## src/rtl/arb_pkg.sv

```systemverilog
package arb_pkg;
  localparam int NLVL = 2;
  localparam int LW   = (NLVL > 1) ? $clog2(NLVL) : 1;

  typedef enum logic {ARB_IDLE, ARB_OWNED} arb_state_e;

  // highest pending level wins
  function automatic logic [LW-1:0] top_level(input logic [NLVL-1:0] r);
    logic [LW-1:0] res;
    res = '0;
    for (int i = 0; i < NLVL; i++)
      if (r[i]) res = LW'(i);
    return res;
  endfunction

  function automatic logic [NLVL-1:0] level_bit(input logic [LW-1:0] l);
    return NLVL'(1) << l;
  endfunction
endpackage

```

## src/rtl/arb_sync.sv

```systemverilog
module arb_sync #(
  parameter int W      = 2,
  parameter int STAGES = 2
) (
  input  logic         clk,
  input  logic         rst_n,
  input  logic [W-1:0] d,
  output logic [W-1:0] q
);
  logic [W-1:0] pipe [STAGES];

  for (genvar g = 0; g < STAGES; g++) begin : g_stage
    if (g == 0) begin : g_first
      always_ff @(posedge clk) begin
        if (!rst_n) pipe[0] <= '0;
        else        pipe[0] <= d;
      end
    end else begin : g_next
      always_ff @(posedge clk) begin
        if (!rst_n) pipe[g] <= '0;
        else        pipe[g] <= pipe[g-1];
      end
    end
  end

  assign q = pipe[STAGES-1];
endmodule

```

## src/rtl/arb_requester.sv

```systemverilog
module arb_requester (
  input  logic clk,
  input  logic rst_n,
  input  logic cfg_park,
  input  logic cfg_hold,
  input  logic want,
  input  logic busy,
  input  logic lock,
  input  logic others_req,
  output logic req_q
);
  logic ev_park, ev_keep, ev_finish, req_d;

  assign ev_park   = cfg_park & ~others_req;
  assign ev_keep   = cfg_hold & req_q & ~others_req;
  assign ev_finish = req_q & busy;
  assign req_d     = want | lock | ev_finish | ev_park | ev_keep;

  always_ff @(posedge clk) begin
    if (!rst_n) req_q <= 1'b0;
    else        req_q <= req_d;
  end

  assert_hold_keeps_R8: assert property (@(posedge clk) disable iff (!rst_n)
    (cfg_hold && req_q && !others_req) |=> req_q);

  assert_plain_drop_R9: assert property (@(posedge clk) disable iff (!rst_n)
    (!cfg_park && !cfg_hold && !want && !lock && !busy) |=> !req_q);

  assert_park_R7: assert property (@(posedge clk) disable iff (!rst_n)
    (cfg_park && !others_req) |=> req_q);
endmodule

```

## src/rtl/arb_grant_fsm.sv

```systemverilog
module arb_grant_fsm
  import arb_pkg::*;
(
  input  logic            clk,
  input  logic            rst_n,
  input  logic [NLVL-1:0] req_all,
  input  logic            busy_all,
  output logic [NLVL-1:0] ack
);
  arb_state_e    state;
  logic [LW-1:0] owner;
  logic          owner_done, any_req;

  assign owner_done = !req_all[owner] && !busy_all;
  assign any_req    = |req_all;

  always_ff @(posedge clk) begin
    if (!rst_n) begin
      state <= ARB_IDLE;
      owner <= '0;
    end else begin
      case (state)
        ARB_IDLE: if (any_req) begin
          state <= ARB_OWNED;
          owner <= top_level(req_all);
        end
        ARB_OWNED: if (owner_done) state <= ARB_IDLE;
        default: state <= ARB_IDLE;
      endcase
    end
  end

  assign ack = (state == ARB_OWNED) ? level_bit(owner) : '0;

  assert_one_ack_R4: assert property (@(posedge clk) disable iff (!rst_n)
    $onehot0(ack));

  assert_high_first_R4: assert property (@(posedge clk) disable iff (!rst_n)
    (state == ARB_IDLE && req_all[NLVL-1]) |=> ack[NLVL-1]);

  assert_ack_held_R5: assert property (@(posedge clk) disable iff (!rst_n)
    ((|ack) && ((|(req_all & ack)) || busy_all)) |=> (ack == $past(ack)));

  assert_gap_R6: assert property (@(posedge clk) disable iff (!rst_n)
    ((|ack) && (|$past(ack))) |-> (ack == $past(ack)));
endmodule

```

## src/rtl/arbreq_top.sv

```systemverilog
module arbreq_top
  import arb_pkg::*;
#(
  parameter int SYNC_STAGES = 2
) (
  input  logic            clk,
  input  logic            rst_n,
  input  logic [LW-1:0]   cfg_level,
  input  logic            cfg_park,
  input  logic            cfg_hold,
  input  logic            loc_want,
  input  logic            loc_busy,
  input  logic            loc_lock,
  output logic            loc_grant,
  input  logic [NLVL-1:0] bp_req_in,
  input  logic            bp_busy_in,
  output logic [NLVL-1:0] bp_req_out,
  output logic [NLVL-1:0] bp_ack_out
);
  logic [NLVL-1:0] req_sync;
  logic            busy_sync, loc_req_q, others_req, busy_all;
  logic [NLVL-1:0] req_all;

  arb_sync #(.W(NLVL + 1), .STAGES(SYNC_STAGES)) u_sync (
    .clk(clk), .rst_n(rst_n),
    .d({bp_busy_in, bp_req_in}), .q({busy_sync, req_sync})
  );

  assign others_req = |req_sync;

  arb_requester u_req (
    .clk(clk), .rst_n(rst_n), .cfg_park(cfg_park), .cfg_hold(cfg_hold),
    .want(loc_want), .busy(loc_busy), .lock(loc_lock),
    .others_req(others_req), .req_q(loc_req_q)
  );

  assign bp_req_out = loc_req_q ? level_bit(cfg_level) : '0;
  assign req_all    = req_sync | bp_req_out;
  assign busy_all   = loc_busy | busy_sync;

  arb_grant_fsm u_fsm (
    .clk(clk), .rst_n(rst_n), .req_all(req_all),
    .busy_all(busy_all), .ack(bp_ack_out)
  );

  assign loc_grant = loc_req_q & bp_ack_out[cfg_level];

  assert_reset_quiet_R1: assert property (@(posedge clk)
    !rst_n |=> (bp_ack_out == '0 && bp_req_out == '0));

  assert_req_level_R2: assert property (@(posedge clk) disable iff (!rst_n)
    $onehot0(bp_req_out));

  assert_grant_needs_ack_R3: assert property (@(posedge clk) disable iff (!rst_n)
    loc_grant |-> (bp_ack_out[cfg_level] && bp_req_out != '0));

  assert_lock_keeps_R10: assert property (@(posedge clk) disable iff (!rst_n)
    (loc_lock && loc_grant) |=> loc_grant);
endmodule

```

## config.mk

```make
export PLATFORM = sky130hd
export DESIGN_NAME = arbreq_top
export DESIGN_NICKNAME = d
export VERILOG_FILES = /design/src/rtl/arb_pkg.sv /design/src/rtl/arb_sync.sv /design/src/rtl/arb_requester.sv /design/src/rtl/arb_grant_fsm.sv /design/src/rtl/arbreq_top.sv
export SDC_FILE = /design/constraint.sdc
export NUM_CORES = 1
export LEC_CHECK = 0
export ABC_AREA = 1
export BUFFER_PORTS_ARGS = -buffer_cell sky130_fd_sc_hd__buf_4
export CAP_MARGIN = 0
export CORE_AREA = 2 2 39 41
export CTS_CLUSTER_SIZE = 24
export DETAILED_ROUTE_END_ITERATION = 10
export DIE_AREA = 0 0 41 43
export PLACE_DENSITY = 0.62
export SYNTH_ARGS = -nofsm -noshare
export SYNTH_HDL_FRONTEND = slang
export SYNTH_HIERARCHICAL = 1
export SYNTH_SLANG_ARGS = --single-unit
```

## constraint.sdc

```tcl
create_clock -name clk -period 1.99 [get_ports clk]
set_input_delay 0.398 -clock clk [delete_from_list [all_inputs] [get_ports clk]]
set_output_delay 0.398 -clock clk [all_outputs]
set_load 0.005 [all_outputs]
```

==> results.yml <==
drt:
  routed_wirelength_um: 692
  drt_iter0_drc: 2
  drtAntennaViolNets: 0
  drc: 0
  viasPerCell: 3.990
  firstDrtPassIters: 4
  vias: 387
  avgRoutedWirePerCell_um: 7.134
placement:
  globalplace.congestion: 0.6719
  dp_hpwl_um: 541.6
  io_buffers: 15
clock_network:
  cts_resized: 0
  holdBufCountCts: 0
  cts_sinks: 9
  htree_levels: 1
  post_cts_buffers: 0
  cts_inserted_buffers: 3
  cts_root_buf: "clkbuf_4"
  insertion_delay_ps: 260
  clk_pin_slew_worst_paths_ps: 70
  cts_buffer_depth: 2
  cts_tree: "built"
worst_setup_path:
  reg2reg_slack_ps: 920
  crit_chain: "inv_1 -> nor2_1 -> nand3_1 -> nand2_1 -> buf_4"
  critPathRequiredTime_ps: 1590
  slowest_stage: "dfxtp_1"
  r2r-end: "u_fsm/state"
  regToRegStartpoint: "u_req/req_q"
  worst_setup_path_end_kind: "primary output"
  cp_max_fo: 3
  critical-path-top-delay-family: "flip-flops"
  criticalPathCategory: "register to primary output"
  cpPeakStageDelay_ps: 350
  cp_num_buf_inv: 2
  worstPathArrival_ps: 1080
  startpoint_type: "register"
  reg2reg_depth: 6
floorplan:
  die_area_sq_um: 1763
  fp.dieW_um: 41
  io_pins: 16
  rows: 14
  chipHeight_um: 43
  start_util_pct: 29.11
  coreArea_sq_um: 1384
sta:
  finalMaxSlewViolations: 0
  whs_ps: 314.5
  rsz0062_at_grt: "no"
  worst_slew_pin_slew_ps: 198.0
  fin_skew_ps: 7.318
  finalSetupTns_ps: 0
  finalHoldViolations: 0
  slew_headroom_pct: 86.71
  setup_viol_count_final: 0
  period_share_pct: 74.04
  min_period_ps: 1473
  timing.fmax_ghz: 0.6787
synth:
  yosysTopAreaCell: "dfxtp_1"
  synth_top_area_share_pct: 44.72
  seq_area_frac_synth_pct: 44.72
  synth_top_cells_by_area: "dfxtp_1 (45%), nand2_1 (20%), inv_1 (19%)"
  yosysWarnings: 6
  syn_nets: 73
  ys_types: 10
  synthesis.area_sq_um: 402.9
  syn_area_per_cell_sq_um: 6.498
  synth_cells: 62
  ys_ff_latch: 9
global_route:
  grt_use_total_pct: 10.49
  grt_pass1_wl_mm: 1.214
  grt_max_degree: 9
  gr-total-overflow: 0
  grt_pass1_vias: 326
  antenna_found_initial: 0
finish:
  area_growth_pct: 39.75
  post-route-util_pct: 40.69
  diodes: 0
  most-common-layout-cells: "nand2_1 (21), inv_1 (20), buf_4 (15)"
  final_common_cell: "nand2_1"
  nNetsFinal: 93
  layout-drive-gt1-share_pct: 28.40
worst_hold_path:
  min_path_type: "input pin to register"
  holdPathStages: 3
  min_to: "u_sync/pipe[0][0]"
  hold_start: "bp_req_in[0]"
pwr:
  p_int_uw: 301.5
  clkPwrFrac_pct: 34.1
  power_frac_seq_pct: 49.1
  irDropWorstVdd_v: 0.0003720
  power_density_nw_per_um2: 720.5
  p_leak_uw: 0.0003604
  p_switching_uw: 104.2
  p_sw_share_pct: 25.68
  combPwrFrac_pct: 16.8
run:
  drv_cap: 0
outcome:
  status: "completed"
[worst max path at each step]
stage                startpoint   endpoint  slack, ps  depth (start not counted)
global route        u_fsm/state  loc_grant        440                          5
floorplan           u_fsm/state  loc_grant        910                          4
CTS                 u_fsm/state  loc_grant        500                          5
finish              u_fsm/state  loc_grant        520                          5
global placement    u_fsm/state  loc_grant        810                          5
detailed placement  u_fsm/state  loc_grant        790                          5
[kinds of logic after synthesis]
group,Yosys count,share of synthesized area (%)
AND/OR/NAND/NOR,28,27.64
flip-flops,9,44.72
buffers and inverters,20,18.63
AO/OA/AOI/OAI,5,9.005
[worst register-to-register path: stages, from the launching register on]
cell	delay (ps)
dfxtp_1	420
inv_1	80
o21ai_1	190
nand2_1	80
nand3_1	70
nand2_1	70
a21oi_2	100
[stage by stage]
step           area (sq um)  total power (uW)  setup slack (ps)  std cells
4_1_cts               563.0             415.4             498.2         97
3_3_place_gp          535.5             270.1             807.2         93
6_report              563.0             405.7             516.6         97
3_5_place_dp          535.5             272.1             791.9         93
5_1_grt               563.0             436.1             437.0         97
2_1_floorplan         402.9             237.9             907.1         62
[sequential cells by signal (all words and copies together) (netlist names)]
name / cells
u_sync/pipe: 6
u_fsm/state: 1
u_fsm/owner: 1
u_req/req_q: 1
[cell usage after synthesis]
master / number
or2_2: 1
o21ai_2: 1
o21ai_1: 1
nor2_1: 3
inv_1: 20
nand2_1: 21
a21oi_2: 2
nand3_1: 3
dfxtp_1: 9
a21oi_1: 1
[power by group through the flow]
stage	sequential [uW]	clock (uW)	combinational, uW
floorplan	201	0	36.6
global placement	203	0	67.2
global route	201	156	79.3
finish	199	138	68.1
detailed placement	203	0	68.9
CTS	199	147	69.1
[per-layer routing]
metal / wire length [um] / track usage, %
met5: 0 / 0
met4: 0 / 6.000
met3: 64 / 4.712
met2: 324 / 15.94
met1: 304 / 11.44
[final cells by class]
type                    count  area [sq um]
fillers                   152         820.8
multi-input cells          33         147.6
flip-flops and latches      9         180.2
clock buffers               3         22.52
inverters                  20         75.07
repair buffers             15         112.6
well taps                  16         20.02
clock inverters             1         5.005
Power figures use the tool's default switching activity.
